### src/rtl/sco_pkg.sv
package sco_pkg;
  localparam int FANIN = 4;

  function automatic logic many_set(input logic [FANIN-1:0] v);
    int n;
    n = 0;
    for (int i = 0; i < FANIN; i++) n += int'(v[i]);
    return n > 1;
  endfunction
endpackage

### src/rtl/sco_prio_pick.sv
module sco_prio_pick
  import sco_pkg::*;
(
  input  logic [FANIN-1:0] req,
  input  logic [FANIN-1:0] dat,
  output logic             pick,
  output logic             any,
  output logic             multi
);
  always_comb begin
    pick = 1'b0;
    for (int i = FANIN - 1; i >= 0; i--) begin
      if (req[i]) pick = dat[i];
    end
    any   = |req;
    multi = many_set(req);
  end
endmodule

### src/rtl/sco_stage.sv
module sco_stage #(
  parameter int W    = 3,
  parameter int PIPE = 1
) (
  input  logic         clk,
  input  logic         rst,
  input  logic [W-1:0] d,
  output logic [W-1:0] q
);
  if (PIPE != 0) begin : g_reg
    always_ff @(posedge clk) begin
      if (rst) q <= '0;
      else     q <= d;
    end

    AST_STAGE_CLEAR: assert property (@(posedge clk) disable iff (rst)
      $past(rst) |-> (q == '0)) else $error("stage not cleared");
  end else begin : g_wire
    assign q = d;
  end
endmodule

### src/rtl/sco_macrocell.sv
module sco_macrocell
  import sco_pkg::*;
#(
  parameter int PIPE = 1
) (
  input  logic             clk,
  input  logic             rst,
  input  logic [FANIN-1:0] in_dat,
  input  logic [FANIN-1:0] in_ctl,
  input  logic [FANIN-1:0] in_conf,
  output logic             up_dat,
  output logic             up_ctl,
  output logic             up_conf
);
  logic pick, any, multi;
  logic [2:0] nxt, cur;

  sco_prio_pick u_pick (
    .req  (in_ctl),
    .dat  (in_dat),
    .pick (pick),
    .any  (any),
    .multi(multi)
  );

  // a conflict below travels with the data it accompanies
  assign nxt = {multi | (|in_conf), any, pick & any};

  sco_stage #(.W(3), .PIPE(PIPE)) u_stage (
    .clk(clk),
    .rst(rst),
    .d  (nxt),
    .q  (cur)
  );

  assign up_conf = cur[2];
  assign up_ctl  = cur[1];
  assign up_dat  = cur[0];

  AST_IDLE_ZERO: assert property (@(posedge clk) disable iff (rst)
    !up_ctl |-> (!up_dat && !up_conf)) else $error("idle output not zero");

  AST_CONF_NEEDS_CTL: assert property (@(posedge clk) disable iff (rst)
    up_conf |-> up_ctl) else $error("conflict without owner");

  if (PIPE != 0) begin : g_chk
    AST_PRIO_LOW: assert property (@(posedge clk) disable iff (rst)
      (!$past(rst) && $past(in_ctl[0])) |-> (up_dat == $past(in_dat[0])))
      else $error("lowest input did not win");

    AST_CTL_OR: assert property (@(posedge clk) disable iff (rst)
      !$past(rst) |-> (up_ctl == ($past(in_ctl) != '0)))
      else $error("control not merged");
  end
endmodule

### src/rtl/sco_tree.sv
module sco_tree
  import sco_pkg::*;
#(
  parameter int LEVELS = 2,
  parameter int PIPE   = 1,
  localparam int NCELL = FANIN ** LEVELS
) (
  input  logic             clk,
  input  logic             rst,
  input  logic [NCELL-1:0] cell_dat,
  input  logic [NCELL-1:0] cell_ctl,
  output logic             out_dat,
  output logic             out_ctl,
  output logic             out_conf
);
  for (genvar l = 0; l < LEVELS; l++) begin : lvl
    localparam int NODES = FANIN ** (LEVELS - 1 - l);
    logic [NODES-1:0] d, c, f;

    for (genvar j = 0; j < NODES; j++) begin : node
      logic [FANIN-1:0] id, ic, icf;
      if (l == 0) begin : g_leaf
        assign id  = cell_dat[FANIN*j +: FANIN];
        assign ic  = cell_ctl[FANIN*j +: FANIN];
        assign icf = '0;
      end else begin : g_inner
        assign id  = lvl[l-1].d[FANIN*j +: FANIN];
        assign ic  = lvl[l-1].c[FANIN*j +: FANIN];
        assign icf = lvl[l-1].f[FANIN*j +: FANIN];
      end

      sco_macrocell #(.PIPE(PIPE)) u_mc (
        .clk    (clk),
        .rst    (rst),
        .in_dat (id),
        .in_ctl (ic),
        .in_conf(icf),
        .up_dat (d[j]),
        .up_ctl (c[j]),
        .up_conf(f[j])
      );
    end
  end

  assign out_dat  = lvl[LEVELS-1].d[0];
  assign out_ctl  = lvl[LEVELS-1].c[0];
  assign out_conf = lvl[LEVELS-1].f[0];

  if (PIPE != 0) begin : g_top_chk
    AST_TOP_RESET: assert property (@(posedge clk) disable iff (rst)
      $past(rst) |-> (!out_dat && !out_ctl && !out_conf))
      else $error("outputs not cleared");
  end
endmodule

### config.mk
export PLATFORM = sky130hd
export DESIGN_NAME = sco_tree
export DESIGN_NICKNAME = d
export VERILOG_FILES = /design/src/rtl/sco_pkg.sv /design/src/rtl/sco_prio_pick.sv /design/src/rtl/sco_stage.sv /design/src/rtl/sco_macrocell.sv /design/src/rtl/sco_tree.sv
export SDC_FILE = /design/constraint.sdc
export NUM_CORES = 1
export LEC_CHECK = 0
export ABC_AREA = 1
export BUFFER_PORTS_ARGS = -buffer_cell sky130_fd_sc_hd__buf_2
export CORE_MARGIN = 4
export CORE_UTILIZATION = 50
export DETAILED_ROUTE_END_ITERATION = 10
export PLACE_DENSITY = 0.83
export SETUP_SLACK_MARGIN = 0.5
export SYNTH_ARGS = -nofsm -noshare
export SYNTH_HDL_FRONTEND = slang
export SYNTH_SLANG_ARGS = --single-unit
### constraint.sdc
create_clock -name clk -period 3.1 [get_ports clk]
set_input_delay 0.775 -clock clk [delete_from_list [all_inputs] [get_ports clk]]
set_output_delay 0.775 -clock clk [all_outputs]
set_load 0.005 [all_outputs]
==> results.txt, run 1 <==
Clock tree root driver cell = clkbuf_4
CTS resizes = 0
Initial antenna violation count = 0
Vias per inst = 4.56
CP max stage delay = 0.43 ns
Gr usage total = 0.164
CP Class = in2reg
Slew @ Worst Pin = 0.210 ns
CTS tree = built
Final Cell Area = 0.00113 sq mm
Row Count = 15
# hold bufs at CTS = 0
RSZ-0062 raised after global routing = no
Syn avg cell area = 7.02 sq um
Cells after DPL = 188
YS warnings = 0
Port Buffers = 36
IO Pins = 37
Nets = 212
First-pass GRT wire length = 3170 um
Clock Path Buffers = 2
DR DRC count = 0
Biggest regs = lvl.node.u_mc.u_stage.q: 15 flops
Core area = 0.00171 sq mm
CP Max Fanout = 3
Detail Route Antenna Nets = 0
Cells along the critical path = buf_2 > inv_1 > fa_1 > o21a_1 > nor2_1
Dpl cell area = 0.00110 sq mm
LEAKAGE = 0.666 nW
Critical path's slowest cell = fa_1
Pwr dens = 370 mW/mm^2
DR pass1 iterations = 4
Share of layout cells above drive strength 1 = 0.240
Vias = 875
Die area = 0.00254 sq mm
Max Slew Vio Count = 0
Sequential-to-total area share from yosys stat = 0.334
Worst hold path type = reg2reg
Status = complete, no violations
Relative slew slack = 0.860
Critical Path Start Type = input port
Setup_tns = 0 ns
Largest Register = lvl.node.u_mc.u_stage.q
Fillcell total = 159
Achievable frequency = 671 MHz
Worst-skew pair later-pin latency = 0.29 ns
FF/Latch Area = 300 sq um
Post-synthesis cell area = 898 sq um
Area grow syn2layout = 26.0%
Unique masters post-synth = 11
Crit share post-route = 0.481
CTS Sinks = 15
Data required time at the worst endpoint = 3.33 ns
# setup viols final = 0
Remaining global-route overflow = 0
Final min period = 1.49 ns
Clk pin slew, worst setup/hold paths = 0.09 ns
Final WL = 1970 um
Synth Instances = 128
Largest net degree at the start of global routing = 12
Multi-input gate area = 469 sq um
CP endpoint kind = flip-flop
Crit path arrival time = 1.72 ns
Syn Nets = 172
Vias in the first global route = 818
DPL Wire Length = 1640 um
Max reg flops = 15
Initial DRC Count = 21
Postcts setup bufs = 0
Die Ht = 50.4 um
Gpl congestion = 0.770
Htree depth = 1
Final hold vios = 0
Starting Density = 0.526
Final clock skew = 0.0102 ns
Finished Layout Cells = 192
Worst IR Drop VDD = 199 uV
Hold slack = 0.527 ns
Number of CTS-inserted buffers = 3
Wire per inst = 10.3 um
Antenna Cells = 0
Die width = 50.4 um
Max_cap viols = 0
Synthesis-stage register bit count = 15
Final Power = 419 uW
cells by family (layout without fill, tap and decap cells):
family                   Yosys count  after routing  synth area share
AND/OR/NAND/NOR                   49             49             0.219
buffers and inverters             34             73             0.143
AO/OA/AOI/OAI                     20             20             0.123
flip-flops                        15             15             0.334
adder cells (fa/ha/maj)           10             10             0.181
layer usage:
metal | share of wire | wire length, um | vias to the layer above | track usage
li1 | - | - | 460 | -
met1 | 0.40 | 799 | 384 | 0.181
met2 | 0.52 | 1030 | 27 | 0.296
met3 | 0.061 | 121 | 4 | 0.0297
met4 | 0.012 | 23 | 0 | 0.0807
met5 | 0 | 0 | - | 0
placed cells by master, fill, tap and decap left out:
cell type	Yosys	final
inv_1	33	33
nand3_1	10	10
o21ai_1	1	1
clkinv_2	0	1
clkbuf_4	0	3
nor2_1	13	13
nand2_1	26	26
fa_1	5	5
ha_1	5	5
o21a_1	4	4
dfxtp_1	15	15
buf_2	1	36
a21oi_1	15	15
synthesized netlist by cell type, drive strengths merged:
cell type / n / area share
a21oi: 15 / 0.084
buf: 1 / 0.0056
dfxtp: 15 / 0.33
fa: 5 / 0.11
ha: 5 / 0.070
inv: 33 / 0.14
nand2: 26 / 0.11
nand3: 10 / 0.056
nor2: 13 / 0.054
o21a: 4 / 0.033
o21ai: 1 / 0.0056
final cells by class:
cell class	instances	share of cell area
well taps	25	0.0276
multi-input cells	79	0.414
clock buffers	3	0.0199
inverters	33	0.109
flip-flops and latches	15	0.265
repair buffers	36	0.159
clock inverters	1	0.00442
where the power goes:
part	switching, mW	internal (mW)
combinational	0.0511	0.0444
clock	0.0626	0.0479
sequential	0.00518	0.208
total	0.119	0.300
worst paths after layout:
| path | from | end | depth (start not counted) | slack (ns) |
|---|---|---|---|---|
| max | cell_ctl[5] | lvl[0].node[1].u_mc.u_stage.q[2] | 5 | 1.61 |
| min | lvl[0].node[0].u_mc.u_stage.q[0] | lvl[1].node[0].u_mc.u_stage.q[0] | 4 | 0.53 |
| max reg2reg | lvl[0].node[0].u_mc.u_stage.q[1] | lvl[1].node[0].u_mc.u_stage.q[2] | 5 | 1.80 |
| min reg2reg | lvl[0].node[0].u_mc.u_stage.q[0] | lvl[1].node[0].u_mc.u_stage.q[0] | 4 | 0.53 |
through the flow:
stage | worst slack [ns] | util
CTS | 1.60 | 0.663
detailed placement | 1.33 | 0.647
global route | 1.57 | 0.663
finish | 1.61 | 0.663
global placement | 1.35 | 0.647
floorplan | 1.50 | -
worst max-delay path: cells and delay by family:
family / cells / cell delay [ns]
adders and majority gates: 1 / 0.43
and+or+nand+nor: 1 / 0.09
AOI/OAI and AO/OA: 1 / 0.20
buffers and inverters: 2 / 0.23
Power figures use the tool's default switching activity.
==> run 2, diff against run 1 <==
--- a/config.mk
+++ b/config.mk
@@ -5,12 +5,12 @@
 export SDC_FILE = /design/constraint.sdc
 export NUM_CORES = 1
 export LEC_CHECK = 0
-export ABC_AREA = 1
+export ABC_AREA = 0
 export BUFFER_PORTS_ARGS = -buffer_cell sky130_fd_sc_hd__buf_2
 export CORE_MARGIN = 4
-export CORE_UTILIZATION = 50
+export CORE_UTILIZATION = 46
 export DETAILED_ROUTE_END_ITERATION = 10
-export PLACE_DENSITY = 0.83
+export PLACE_DENSITY = 0.78
 export SETUP_SLACK_MARGIN = 0.5
 export SYNTH_ARGS = -nofsm -noshare
 export SYNTH_HDL_FRONTEND = slang
==> constraint.sdc (replaced) <==
create_clock -name clk -period 1.4 [get_ports clk]
set_input_delay 0.35 -clock clk [delete_from_list [all_inputs] [get_ports clk]]
set_output_delay 0.35 -clock clk [all_outputs]
set_load 0.005 [all_outputs]
==> run 2 against run 1 <==
Against the previous run: wire length increased by 3.2%; die area increased by 2.9%; clock power increased by 110%; final area increased by 15%; critical endpoint is now lvl[1].node[0].u_mc.u_stage.q[2]; highest routed layer unchanged; largest power group unchanged.
==> results.txt, run 2 <==
Final Power = 986 uW
CP Class = reg2reg
Post-synth top cells = 16 x inv_1, 15 x dfxtp_1, 9 x nand2_1, 9 x o21ai_0, 6 x a21oi_1
Largest Register = lvl.node.u_mc.u_stage.q
Detail Route Antenna Nets = 0
DR DRC count = 0
Clk pin slew, worst setup/hold paths = 0.08 ns
Sequential-to-total area share from yosys stat = 0.351
RSZ-0062 raised after global routing = yes
First-pass GRT wire length = 3540 um
YS warnings = 0
Biggest regs = lvl.node.u_mc.u_stage.q: 15 flops
Die Ht = 51.1 um
Hold slack = 0.361 ns
# hold bufs at CTS = 0
DPL Wire Length = 1520 um
CTS tree = built
Cells after DPL = 157
Core area = 0.00175 sq mm
LEAKAGE = 0.625 nW
Most instantiated library cell after synthesis = inv_1
Nets = 188
Final WL = 2040 um
DR pass1 iterations = 4
Die width = 51.1 um
Largest net degree at the start of global routing = 11
Post-synthesis cell area = 855 sq um
Status = complete, no violations
CTS Sinks = 15
Wire length on met3 = 101 um
Synth Area in Compound Gates = 0.208
Post-synthesis simple-gate area fraction = 0.167
Top layer in use = met4
Worst-skew pair later-pin latency = 0.28 ns
Syn Nets = 141
Clock tree root driver cell = clkbuf_4
Unique masters post-synth = 18
Vias in the first global route = 904
Gr usage total = 0.181
Largest family of logic cells by synthesized area = compound AO/OA/AOI/OAI gates
CP endpoint kind = flip-flop
Synthesis-stage register bit count = 15
Initial antenna violation count = 0
Max_cap viols = 0
Share of layout cells above drive strength 1 = 0.517
Htree depth = 1
Dpl cell area = 0.00111 sq mm
Relative slew slack = 0.789
# setup viols final = 0
Max Slew Vio Count = 0
EDFF count, synth = 0
CP Max Fanout = 2
Post-synth ARST share = 0
Gpl congestion = 0.802
Vias = 808
Worst hold path type = in2reg
WL met1 = 783 um
Critical Path Start Type = flip-flop
Post-Place Worst Slack = -0.00743 ns
Port Buffers = 36
Area grow syn2layout = 52.7%
Top cells by area, synth = dfxtp_1 35%, fa_1 12%, ha_1 7.3%
Final clock skew = 0.00565 ns
Data required time at the worst endpoint = 1.56 ns
Vias per inst = 4.81
Dominant synthesized flop cell = dfxtp_1
Synth Area in Adders = 0.190
Syn avg cell area = 8.81 sq um
Crit share post-route = 0.888
Routed wl met2 = 1100 um
Clock Path Buffers = 2
Achievable frequency = 805 MHz
Post-synth top area share = 0.351
Slew @ Worst Pin = 0.312 ns
Antenna Cells = 0
Row Count = 15
Starting Density = 0.490
Pwr dens = 756 mW/mm^2
Remaining global-route overflow = 0
Post-synthesis mux area share = 0
Crit path arrival time = 1.41 ns
PnR worst setup slack = 0.157 ns
Worst IR Drop VDD = 590 uV
Final hold vios = 0
Post-synth top area cell = dfxtp_1
Post-Synth XOR/XNOR Area = 0
Max reg flops = 15
Number of CTS-inserted buffers = 3
Initial DRC Count = 12
Commonest non-fill, non-tap cell in the layout = buf_2
IO Pins = 37
Wire per inst = 12.1 um
Final min period = 1.24 ns
Final Cell Area = 0.00131 sq mm
Commonest cells after routing, fill and taps aside = 26 x buf_2, 12 x dfxtp_1, 9 x nand2_1
Finished Layout Cells = 168
Die area = 0.00261 sq mm
Synth Instances = 97
[run 2: logic make-up after synthesis]
| kind of cell | count (synthesis) |
|---|---|
| buffers and inverters | 18 |
| and+or+nand+nor | 28 |
| adders and majority gates | 10 |
| DFF | 15 |
| AOI/OAI and AO/OA | 26 |
[run 2: per-layer routing]
| metal | vias to the layer above | GRT usage |
|---|---|---|
| li1 | 409 | - |
| met3 | 8 | 0.0262 |
| met4 | 0 | 0.108 |
| met5 | - | 0 |
| met1 | 362 | 0.192 |
| met2 | 29 | 0.333 |
[run 2: critical path, stage by stage (launching register included)]
cell and delay, ns:
dfxtp_2 0.34, inv_2 0.04, fa_1 0.53, inv_1 0.05, a21oi_2 0.10, a21oi_1 0.07
[run 2: worst paths after layout]
path | startpoint | endpoint | slack (ns) | depth (start not counted)
max | lvl[0].node[3].u_mc.u_stage.q[1] | lvl[1].node[0].u_mc.u_stage.q[2] | 0.16 | 5
min | cell_ctl[2] | lvl[0].node[0].u_mc.u_stage.q[2] | 0.36 | 3
max reg2reg | lvl[0].node[3].u_mc.u_stage.q[1] | lvl[1].node[0].u_mc.u_stage.q[2] | 0.16 | 5
min reg2reg | lvl[0].node[2].u_mc.u_stage.q[2] | lvl[1].node[0].u_mc.u_stage.q[2] | 0.51 | 2
[run 2: through the flow]
stage	util	setup TNS [ns]
2_1_floorplan	-	0
3_3_place_gp	0.635	0
3_5_place_dp	0.635	-0.00743
4_1_cts	0.743	0
5_1_grt	0.748	0
6_report	0.748	0
[run 2: timing repair]
| action | in CTS | in global routing |
|---|---|---|
| gates resized for setup | 31 | 3 |
| buffers inserted | 7 | 0 |
| endpoints found under the setup margin | 9 | 11 |
| pin swaps | 5 | 0 |
[run 2: cell type report]
cell class / instances / area (sq um)
clock buffers: 4 / 26.3
fillers: 131 / 440
inverters: 17 / 111
multi-input cells: 64 / 514
flip-flops and latches: 15 / 304
well taps: 25 / 31.3
repair buffers: 43 / 318
[run 2: where the power goes]
part / internal, mW / leakage (nW) / switching, mW
clock: 0.110 / 0.0150 / 0.126
combinational: 0.152 / 0.484 / 0.122
sequential: 0.461 / 0.126 / 0.0142
total: 0.723 / 0.625 / 0.263
==> run 3, diff against run 2 <==
--- a/config.mk
+++ b/config.mk
@@ -9,7 +9,9 @@
 export BUFFER_PORTS_ARGS = -buffer_cell sky130_fd_sc_hd__buf_2
 export CORE_MARGIN = 4
 export CORE_UTILIZATION = 46
+export CTS_CLUSTER_SIZE = 25
 export DETAILED_ROUTE_END_ITERATION = 10
+export HOLD_SLACK_MARGIN = 0.1
 export PLACE_DENSITY = 0.78
 export SETUP_SLACK_MARGIN = 0.5
 export SYNTH_ARGS = -nofsm -noshare
==> constraint.sdc (replaced) <==
create_clock -name clk -period 1.4 [get_ports clk]
set_input_delay 0.14 -clock clk [delete_from_list [all_inputs] [get_ports clk]]
set_output_delay 0.14 -clock clk [all_outputs]
set_load 0.005 [all_outputs]
==> run 3 against run 2 <==
Against the previous run: non-clock buffer count down 5; clock power barely moved; via count down 6.6%; combinational power shrank 22%; hold slack worse by 0.22 ns; sequential cell count stayed put; critical endpoint unchanged.
==> results.txt, run 3 (synthesized netlist as in run 2, its figures left out) <==
Status = complete, no violations
IO Pins = 37
Achievable frequency = 805 MHz
Worst Hold Launch = cell_ctl[6]
Initial DRC Count = 0
Slew @ Worst Pin = 0.315 ns
CP Max Fanout = 2
LEAKAGE = 0.564 nW
Antenna Cells = 0
Clock Path Buffers = 2
Min-Delay Path Depth = 3
First-pass GRT wire length = 2860 um
Initial antenna violation count = 0
Max reg flops = 15
R2r setup slk = 0.16 ns
Worst IR Drop VDD = 403 uV
Post-Place Worst Slack = 0.141 ns
Final hold vios = 0
Setup_tns = 0 ns
Worst R2R End = lvl[1].node[0].u_mc.u_stage.q[2]
CP Class = reg2reg
Relative slew slack = 0.787
Crit path from = lvl[0].node[3].u_mc.u_stage.q[1]
Detail Route Antenna Nets = 0
Vias per inst = 4.63
Core area = 0.00175 sq mm
Reg2Reg Depth = 5
Row Count = 15
CTS Sinks = 15
Crit path arrival time = 1.40 ns
Die Ht = 51.1 um
Commonest non-fill, non-tap cell in the layout = buf_2
Vias in the first global route = 758
Die width = 51.1 um
Port Buffers = 36
Hold slack = 0.146 ns
Final clock skew = 0.00190 ns
Gr usage total = 0.142
Switching Fraction = 0.271
Post-Route Utilization = 0.661
Hold EP = lvl[0].node[1].u_mc.u_stage.q[2]
Starting Density = 0.490
CTS tree = built
Share of layout cells above drive strength 1 = 0.486
Data required time at the worst endpoint = 1.56 ns
# hold bufs at CTS = 0
Final min period = 1.24 ns
DR DRC count = 0
DPL Wire Length = 1390 um
Worst R2R Start = lvl[0].node[3].u_mc.u_stage.q[1]
Int Power = 673 uW
Crit share post-route = 0.888
Fillcell total = 165
RSZ-0062 raised after global routing = yes
Htree depth = 1
CP endpoint kind = flip-flop
# setup viols final = 0
DR pass1 iterations = 1
Critical Path Start Type = flip-flop
Clock tree root driver cell = clkbuf_4
Commonest cells after routing, fill and taps aside = 35 x buf_2, 12 x dfxtp_1, 11 x inv_2
Max Slew Vio Count = 0
Sw power = 251 uW
Clk pwr share = 0.256
Clk pin slew, worst setup/hold paths = 0.08 ns
Number of CTS-inserted buffers = 3
Flop pwr share = 0.513
PnR worst setup slack = 0.157 ns
Gpl congestion = 0.781
Nets = 183
Largest net degree at the start of global routing = 11
Worst-skew pair later-pin latency = 0.28 ns
Die area = 0.00261 sq mm
Biggest regs = lvl.node.u_mc.u_stage.q: 15 flops
Vias = 755
Gate power share = 0.232
Largest Register = lvl.node.u_mc.u_stage.q
Wire per inst = 9.94 um
Remaining global-route overflow = 0
Area grow syn2layout = 35.0%
Pwr dens = 800 mW/mm^2
Worst hold path type = in2reg
Final WL = 1620 um
Max_cap viols = 0
[run 3: area by class of cell]
type	count	area, sq um	area share
timing repair buffer	38	198	0.171
sequential	15	307	0.266
inverter	17	98.8	0.0857
tap	25	31.3	0.0271
multi-input combinational	64	492	0.426
clock buffer	3	22.5	0.0195
clock inverter	1	5.00	0.00434
[run 3: per-layer routing]
| metal | vias up | global-route usage | share of wire |
|---|---|---|---|
| met5 | - | 0 | 0 |
| met4 | 0 | 0.0762 | 0.017 |
| met3 | 4 | 0.0321 | 0.064 |
| met2 | 23 | 0.245 | 0.51 |
| met1 | 328 | 0.162 | 0.41 |
| li1 | 400 | - | - |
[run 3: worst max path at each step]
stage / cells past startpoint / end / slack (ns)
6_report: 5 / lvl[1].node[0].u_mc.u_stage.q[2] / 0.16
3_5_place_dp: 5 / lvl[1].node[0].u_mc.u_stage.q[2] / 0.14
2_1_floorplan: 5 / lvl[1].node[0].u_mc.u_stage.q[2] / 0.20
3_3_place_gp: 5 / lvl[1].node[0].u_mc.u_stage.q[2] / 0.19
4_1_cts: 5 / lvl[1].node[0].u_mc.u_stage.q[2] / 0.16
5_1_grt: 5 / lvl[1].node[0].u_mc.u_stage.q[2] / 0.12
[run 3: power by group through the flow]
| stage | Sequential, mW | Combinational (mW) | Clock [mW] |
|---|---|---|---|
| finish | 0.473 | 0.214 | 0.236 |
| global route | 0.477 | 0.246 | 0.265 |
| CTS | 0.473 | 0.213 | 0.242 |
| detailed placement | 0.484 | 0.207 | 0 |
| global placement | 0.484 | 0.196 | 0 |
| floorplan | 0.481 | 0.114 | 0 |
[run 3: critical path, cell delays in order (launching register included)]
cell	delay (ns)
dfxtp_2	0.34
inv_2	0.04
fa_1	0.52
inv_1	0.04
a21oi_1	0.11
a21oi_1	0.07
[run 3: stage by stage]
stage                     power [mW]  cell area (sq um)  instances
final                          0.923               1150        163
after global placement         0.680               1100        157
after global routing           0.988               1150        163
after detailed placement       0.691               1100        157
after CTS                      0.929               1140        163
after floorplan                0.595                892         97
[run 3: repair_timing]
item                                    CTS  global route
setup buffers                             2             0
endpoints found under the hold margin     0             0
endpoints found under the setup margin    2             3
cloned                                    0             0
resized for setup                         1             5
